### config.mk
export PLATFORM = sky130hd
export DESIGN_NAME = tick_timer
export DESIGN_NICKNAME = d
export VERILOG_FILES = /design/src/rtl/tick_timer_pkg.sv /design/src/rtl/tick_regbus.sv /design/src/rtl/tick_counter.sv /design/src/rtl/tick_timer.sv
export SDC_FILE = /design/constraint.sdc
export NUM_CORES = 1
export LEC_CHECK = 0
export ABC_AREA = 0
export BUFFER_PORTS_ARGS = -buffer_cell sky130_fd_sc_hd__buf_4
export CORE_UTILIZATION = 25
export CTS_CLUSTER_SIZE = 25
export DETAILED_ROUTE_END_ITERATION = 6
export HOLD_SLACK_MARGIN = 0.12
export PLACE_DENSITY = 0.42
export SYNTH_ARGS = -nofsm -noshare
export SYNTH_HDL_FRONTEND = slang
export SYNTH_HIERARCHICAL = 1
export SYNTH_SLANG_ARGS = --single-unit
### constraint.sdc
create_clock -name clk -period 3 [get_ports clk]
set_input_delay 0.6 -clock clk [delete_from_list [all_inputs] [get_ports clk]]
set_output_delay 0.6 -clock clk [all_outputs]
set_load 0.02 [all_outputs]
### src/rtl/tick_timer_pkg.sv
package tick_timer_pkg;

    localparam int DATA_W   = 32;
    localparam int CNT_W    = 24;
    localparam int ADDR_W   = 12;
    localparam int FLAG_BIT = 16;

    localparam logic [ADDR_W-1:0] OFS_CSR = 12'h010;
    localparam logic [ADDR_W-1:0] OFS_RVR = 12'h014;
    localparam logic [ADDR_W-1:0] OFS_CVR = 12'h018;
    localparam logic [ADDR_W-1:0] OFS_CAL = 12'h01C;

    localparam logic [DATA_W-1:0] CAL_WORD = 32'hC000_0000;

    typedef enum logic [2:0] {
        RS_NONE,
        RS_CSR,
        RS_RVR,
        RS_CVR,
        RS_CAL
    } reg_sel_e;

    typedef struct packed {
        logic src_core;
        logic irq_en;
        logic run;
    } ctrl_t;

    typedef struct packed {
        logic csr_rd;
        logic cvr_wr;
    } side_t;

    function automatic reg_sel_e decode_addr(input logic [ADDR_W-1:0] a);
        reg_sel_e s;
        if (a[1:0] != 2'b00) begin
            s = RS_NONE;
        end else begin
            case (a)
                OFS_CSR: s = RS_CSR;
                OFS_RVR: s = RS_RVR;
                OFS_CVR: s = RS_CVR;
                OFS_CAL: s = RS_CAL;
                default: s = RS_NONE;
            endcase
        end
        return s;
    endfunction

    function automatic logic [DATA_W-1:0] pack_csr(input ctrl_t c, input logic flag);
        logic [DATA_W-1:0] w;
        w           = '0;
        w[0]        = c.run;
        w[1]        = c.irq_en;
        w[2]        = c.src_core;
        w[FLAG_BIT] = flag;
        return w;
    endfunction

    function automatic logic [DATA_W-1:0] zext_cnt(input logic [CNT_W-1:0] v);
        return {{(DATA_W-CNT_W){1'b0}}, v};
    endfunction

endpackage

### src/rtl/tick_regbus.sv
module tick_regbus
    import tick_timer_pkg::*;
(
    input  logic              clk,
    input  logic              rst,
    input  logic              bus_sel,
    input  logic              bus_wr,
    input  logic [ADDR_W-1:0] bus_addr,
    input  logic [DATA_W-1:0] bus_wdata,
    input  logic [CNT_W-1:0]  cur_cnt,
    input  logic              cnt_flag,
    output ctrl_t             ctrl,
    output logic [CNT_W-1:0]  reload,
    output side_t             side,
    output logic [DATA_W-1:0] bus_rdata
);

    reg_sel_e sel;
    logic     wr_en;
    logic     rd_en;
    logic     unused_wdata_hi;

    assign unused_wdata_hi = ^bus_wdata[DATA_W-1:CNT_W];

    assign sel   = bus_sel ? decode_addr(bus_addr) : RS_NONE;
    assign wr_en = bus_sel && bus_wr;
    assign rd_en = bus_sel && !bus_wr;

    assign side.csr_rd = rd_en && (sel == RS_CSR);
    assign side.cvr_wr = wr_en && (sel == RS_CVR);

    always_ff @(posedge clk) begin
        if (rst) begin
            ctrl   <= '0;
            reload <= '0;
        end else if (wr_en) begin
            if (sel == RS_CSR) begin
                ctrl.run      <= bus_wdata[0];
                ctrl.irq_en   <= bus_wdata[1];
                ctrl.src_core <= bus_wdata[2];
            end
            if (sel == RS_RVR) begin
                reload <= bus_wdata[CNT_W-1:0];
            end
        end
    end

    always_comb begin
        bus_rdata = '0;
        if (rd_en) begin
            case (sel)
                RS_CSR:  bus_rdata = pack_csr(ctrl, cnt_flag);
                RS_RVR:  bus_rdata = zext_cnt(reload);
                RS_CVR:  bus_rdata = zext_cnt(cur_cnt);
                RS_CAL:  bus_rdata = CAL_WORD;
                default: bus_rdata = '0;
            endcase
        end
    end

    AST_RVR_WRITE_LANDS: assert property (@(posedge clk) disable iff (rst)
        (wr_en && bus_addr == OFS_RVR) |=> (reload == $past(bus_wdata[CNT_W-1:0])));

    AST_MISALIGNED_NOP: assert property (@(posedge clk) disable iff (rst)
        (bus_sel && bus_addr[1:0] != 2'b00) |=> ($stable(ctrl) && $stable(reload)));

    AST_WRITE_READS_ZERO: assert property (@(posedge clk) disable iff (rst)
        wr_en |-> (bus_rdata == '0));

endmodule

### src/rtl/tick_counter.sv
module tick_counter
    import tick_timer_pkg::*;
(
    input  logic             clk,
    input  logic             rst,
    input  ctrl_t            ctrl,
    input  logic             ref_tick,
    input  logic             dbg_halt,
    input  logic [CNT_W-1:0] reload,
    input  side_t            side,
    output logic [CNT_W-1:0] cur_cnt,
    output logic             cnt_flag,
    output logic             tick_irq
);

    localparam logic [CNT_W-1:0] ONE = CNT_W'(1);

    logic             step;
    logic             zero_evt;
    logic [CNT_W-1:0] cur_nxt;

    assign step = ctrl.run && !dbg_halt && (ctrl.src_core || ref_tick);

    always_comb begin
        cur_nxt  = cur_cnt;
        zero_evt = 1'b0;
        if (side.cvr_wr) begin
            cur_nxt = '0;
        end else if (step) begin
            if (cur_cnt == '0) begin
                cur_nxt = reload;
            end else begin
                cur_nxt  = cur_cnt - ONE;
                zero_evt = (cur_cnt == ONE);
            end
        end
    end

    always_ff @(posedge clk) begin
        if (rst) begin
            cur_cnt  <= '0;
            cnt_flag <= 1'b0;
            tick_irq <= 1'b0;
        end else begin
            cur_cnt  <= cur_nxt;
            cnt_flag <= zero_evt || (cnt_flag && !side.csr_rd && !side.cvr_wr);
            tick_irq <= zero_evt && ctrl.irq_en;
        end
    end

    AST_IRQ_SINGLE: assert property (@(posedge clk) disable iff (rst)
        tick_irq |=> !tick_irq);

    AST_IRQ_AT_ZERO: assert property (@(posedge clk) disable iff (rst)
        tick_irq |-> (cur_cnt == '0 && cnt_flag));

    AST_HALT_FREEZE: assert property (@(posedge clk) disable iff (rst)
        (dbg_halt && !side.cvr_wr) |=> (cur_cnt == $past(cur_cnt)));

    AST_CVR_CLEAR: assert property (@(posedge clk) disable iff (rst)
        side.cvr_wr |=> (cur_cnt == '0 && !cnt_flag && !tick_irq));

    AST_ZERO_RELOAD_HOLD: assert property (@(posedge clk) disable iff (rst)
        (cur_cnt == '0 && reload == '0) |=> (cur_cnt == '0));

    AST_FLAG_BEATS_READ: assert property (@(posedge clk) disable iff (rst)
        (step && cur_cnt == ONE && !side.cvr_wr) |=> (cnt_flag && cur_cnt == '0));

endmodule

### src/rtl/tick_timer.sv
module tick_timer
    import tick_timer_pkg::*;
(
    input  logic              clk,
    input  logic              rst,
    input  logic              bus_sel,
    input  logic              bus_wr,
    input  logic [ADDR_W-1:0] bus_addr,
    input  logic [DATA_W-1:0] bus_wdata,
    output logic [DATA_W-1:0] bus_rdata,
    input  logic              ref_tick,
    input  logic              dbg_halt,
    output logic              tick_irq
);

    ctrl_t            ctrl;
    side_t            side;
    logic [CNT_W-1:0] reload;
    logic [CNT_W-1:0] cur_cnt;
    logic             cnt_flag;

    tick_regbus u_regbus (
        .clk       (clk),
        .rst       (rst),
        .bus_sel   (bus_sel),
        .bus_wr    (bus_wr),
        .bus_addr  (bus_addr),
        .bus_wdata (bus_wdata),
        .cur_cnt   (cur_cnt),
        .cnt_flag  (cnt_flag),
        .ctrl      (ctrl),
        .reload    (reload),
        .side      (side),
        .bus_rdata (bus_rdata)
    );

    tick_counter u_counter (
        .clk      (clk),
        .rst      (rst),
        .ctrl     (ctrl),
        .ref_tick (ref_tick),
        .dbg_halt (dbg_halt),
        .reload   (reload),
        .side     (side),
        .cur_cnt  (cur_cnt),
        .cnt_flag (cnt_flag),
        .tick_irq (tick_irq)
    );

    AST_CAL_CONST: assert property (@(posedge clk) disable iff (rst)
        (bus_sel && !bus_wr && bus_addr == OFS_CAL) |-> (bus_rdata == CAL_WORD));

endmodule

==> impl_results.md <==
* Fill count at 1,476
* Cell Int Power at 0.00112 W
* Final wirelength at 10.4 mm
* Layout cells sized above 1 at 23.6%
* Post-route setup slack at 0.578 ns
* Vias per cell at 5.00
* WS Path Type: input pin to primary output
* Initial Utilization at 26.0%
* Largest net degree at the start of global routing at 54
* DP HPWL at 7.41 mm
* DP Area at 4120 um^2
* Unique masters post-synth at 57
* Clock network fraction of design power at 43.1%
* Core ar. at 13,500 um^2
* Sequential fraction of the synthesis area at 30.3%
* Ports at 83
* 1st-pass router iterations at 4
* CP dominant cell by count: buf_4
* Fin. max-slew vios at 0
* Crit path cell chain: buf_4 -> nor4b_4 -> nand4b_2 -> buf_4 -> nor2_1 -> buf_4
* Worst Tran Pin Value at 0.762 ns
* Tmin final at 2.42 ns
* Post-synth EDFFs at 0
* Num rows at 42
* Worst path bufs/invs at 3
* Fin nets at 526
* Number of CTS-inserted buffers at 5
* CTS root buffer: clkbuf_16
* DRC at 0
* Post-CTS setup buffers at 0
* Startpoint types: input pin
* Sw Pwr at 0.000323 W
* RSZ-0062 raised after global routing: false
* Sequential share of power at 48.8%
* Relative slew slack at 48.8%
* Power Total at 0.00144 W
* Grt ovf at 0
* Antenna-violating nets left at 0
* Syn Area/Cell at 8.36 um^2
* Slowest stage cell on the critical path: nor4b_4
* Vias at 3,247
* Final worst clock skew at 0.00532 ns
* Comb pwr share at 8.1%
* Gr usage total at 14.8%
* P_leak at 1.57 nW
* Hold WC Path Type: register to register
* CTS clk-pin slew, worst paths at 0.07 ns
* Post-route clock period utilization at 80.7%
* Asr flop ratio synth at 0%
* CP Depth at 6
* Most used flip-flop cell after synthesis: dfxtp_1
* Die H at 120 um
* Die X at 120 um
* Final setup TNS at 0 ns
* CP Data Required Time at 2.40 ns
* Non-filler cells in the finished layout at 650
* CTS resizes at 0
* Critical Path Fanout Max at 13
* Place WS at 0.590 ns
* Area delta synth->final at 22.0%
* CTS hold repair buffers at 0
* VDD IR-drop max at 0.173 mV
* Switching share of power at 22.4%
* CTS Buffer Depth at 2
* ANT cells at 0
* MaxCap Viol Count at 0
* Synth Instances at 419
* Fmax at 413 MHz
* Gp weighted congestion at 0.774
* Mapped Area at 3500 um^2
* Synth warnings at 6
* Worst stage delay on the critical path at 0.36 ns
* Status: completed
* Iter 0 DRT Violations at 166
* CTS tree: yes
* Hold Crit Depth at 2
* Initial antenna violation count at 0
* Post-route design area at 4270 um^2
* Critical path endpoint category: primary output
* Input/output buffers at 68
* Worst skew pair latency at 0.29 ns
* H-Tree Depth at 2
* Final setup viols at 0
* # clock sinks at 53
* Die ar. at 14,500 um^2
* P per Cell Area at 337 nW/um^2
* Avg WL per Cell at 15.9 um
* Final Hold Viols at 0
* Dpl cells at 642
* R2R depth at 5
* R2r setup slk at 0.67 ns
* Global-route wire length before repair at 17.0 mm
* Synth Register Bits at 53
* Vias in the first global route at 3,268
* CP delay by family, top: simple AND/OR/NAND/NOR gates
* Worst path arrival time at 1.82 ns
sequential cells by signal, summed over array words and instances (netlist names):
name and count:
u_counter/cnt_flag 1, u_counter/cur_cnt 24, u_counter/tick_irq 1, u_regbus/ctrl 3, u_regbus/reload 24
final timing paths:
check	from	endpoint
hold reg to reg	u_regbus/ctrl[1]$_SDFFE_PP0P_	u_counter/tick_irq$_SDFF_PP0_
setup / recovery	bus_addr[8]	bus_rdata[31]
setup reg to reg	u_counter/cur_cnt[0]$_SDFFE_PP0P_	u_counter/cur_cnt[17]$_SDFFE_PP0P_
hold / removal	u_regbus/ctrl[1]$_SDFFE_PP0P_	u_counter/tick_irq$_SDFF_PP0_
power by group through the flow:
stage | logic [W] | registers [W] | clock network (W)
finish | 0.000117 | 0.000703 | 0.000620
global route | 0.000127 | 0.000703 | 0.000664
CTS | 0.000119 | 0.000703 | 0.000640
detailed placement | 0.000119 | 0.000719 | 0
global placement | 0.000117 | 0.000719 | 0
floorplan | 0.0000622 | 0.000719 | 0
cell usage after synthesis (all sizes together) (7+ instances only):
| master | count | area [um^2] |
|---|---|---|
| a21oi | 15 | 75.1 |
| a22oi | 20 | 150 |
| buf | 19 | 160 |
| clkbuf | 18 | 67.6 |
| dfxtp | 53 | 1060 |
| inv | 7 | 26.3 |
| mux2i | 41 | 410 |
| nand2 | 25 | 98.8 |
| nand2b | 53 | 332 |
| nand3 | 10 | 50.1 |
| nor2 | 36 | 135 |
| nor3 | 14 | 80.1 |
| nor4 | 12 | 124 |
| o21ai | 9 | 45.0 |
| o22ai | 9 | 56.3 |
| or2 | 7 | 43.8 |
| or3 | 7 | 43.8 |
worst min-delay path: stages (launching register included):
cell     delay [ns]
dfxtp_1        0.32
nand2_1        0.06
nor2_1         0.04
layout by cell type (no fill, tap or decap), types with 4 or more instances in the layout:
master and n:
a211oi_1 4, a21oi_1 15, a22oi_1 20, a31oi_1 5, buf_4 79, clkbuf_16 5, conb_1 6, dfxtp_1 53
inv_1 7, mux2i_1 41, nand2_1 23, nand2b_1 53, nand3_1 10, nand4_1 5, nor2_1 36, nor3_1 12
nor4_1 7, o21a_1 5, o21ai_0 5, o21ai_1 4, o22ai_1 9, o2bb2ai_1 4, o31ai_1 4, or2_2 6
or3_1 7
logic make-up after synthesis:
group | after synthesis | share of synthesized area [%]
mux | 41 | 11.7
other cells | 1 | 0.107
simple gates | 193 | 33.3
fa+ha+maj | 3 | 1.07
buf+inv | 44 | 7.25
compound gates | 84 | 16.3
flops | 53 | 30.3
through the flow:
step	hold slack, ns	utilization (%)
2_1_floorplan	0.422	-
3_3_place_gp	0.457	30.6
5_1_grt	0.481	31.8
6_report	0.455	31.8
3_5_place_dp	0.448	30.6
4_1_cts	0.459	31.8
per-layer routing:
metal	vias to the layer above	track usage, %	share of wire (%)
met5	-	0	0
met4	0	3.55	1.1
li1	1616	-	-
met3	8	2.59	4.7
met2	76	24.1	46
met1	1547	20.2	48
area by class of cell:
type / instances / area, um^2 / share of cell area, %
well taps: 176 / 220 / 5.15
inverters: 7 / 26.3 / 0.615
clock inverters: 1 / 5.00 / 0.117
flip-flops and latches: 53 / 1060 / 24.8
repair buffers: 79 / 593 / 13.9
multi-input cells: 327 / 2210 / 51.8
clock buffers: 7 / 153 / 3.57
No activity file was read; power rests on OpenSTA's default activity.
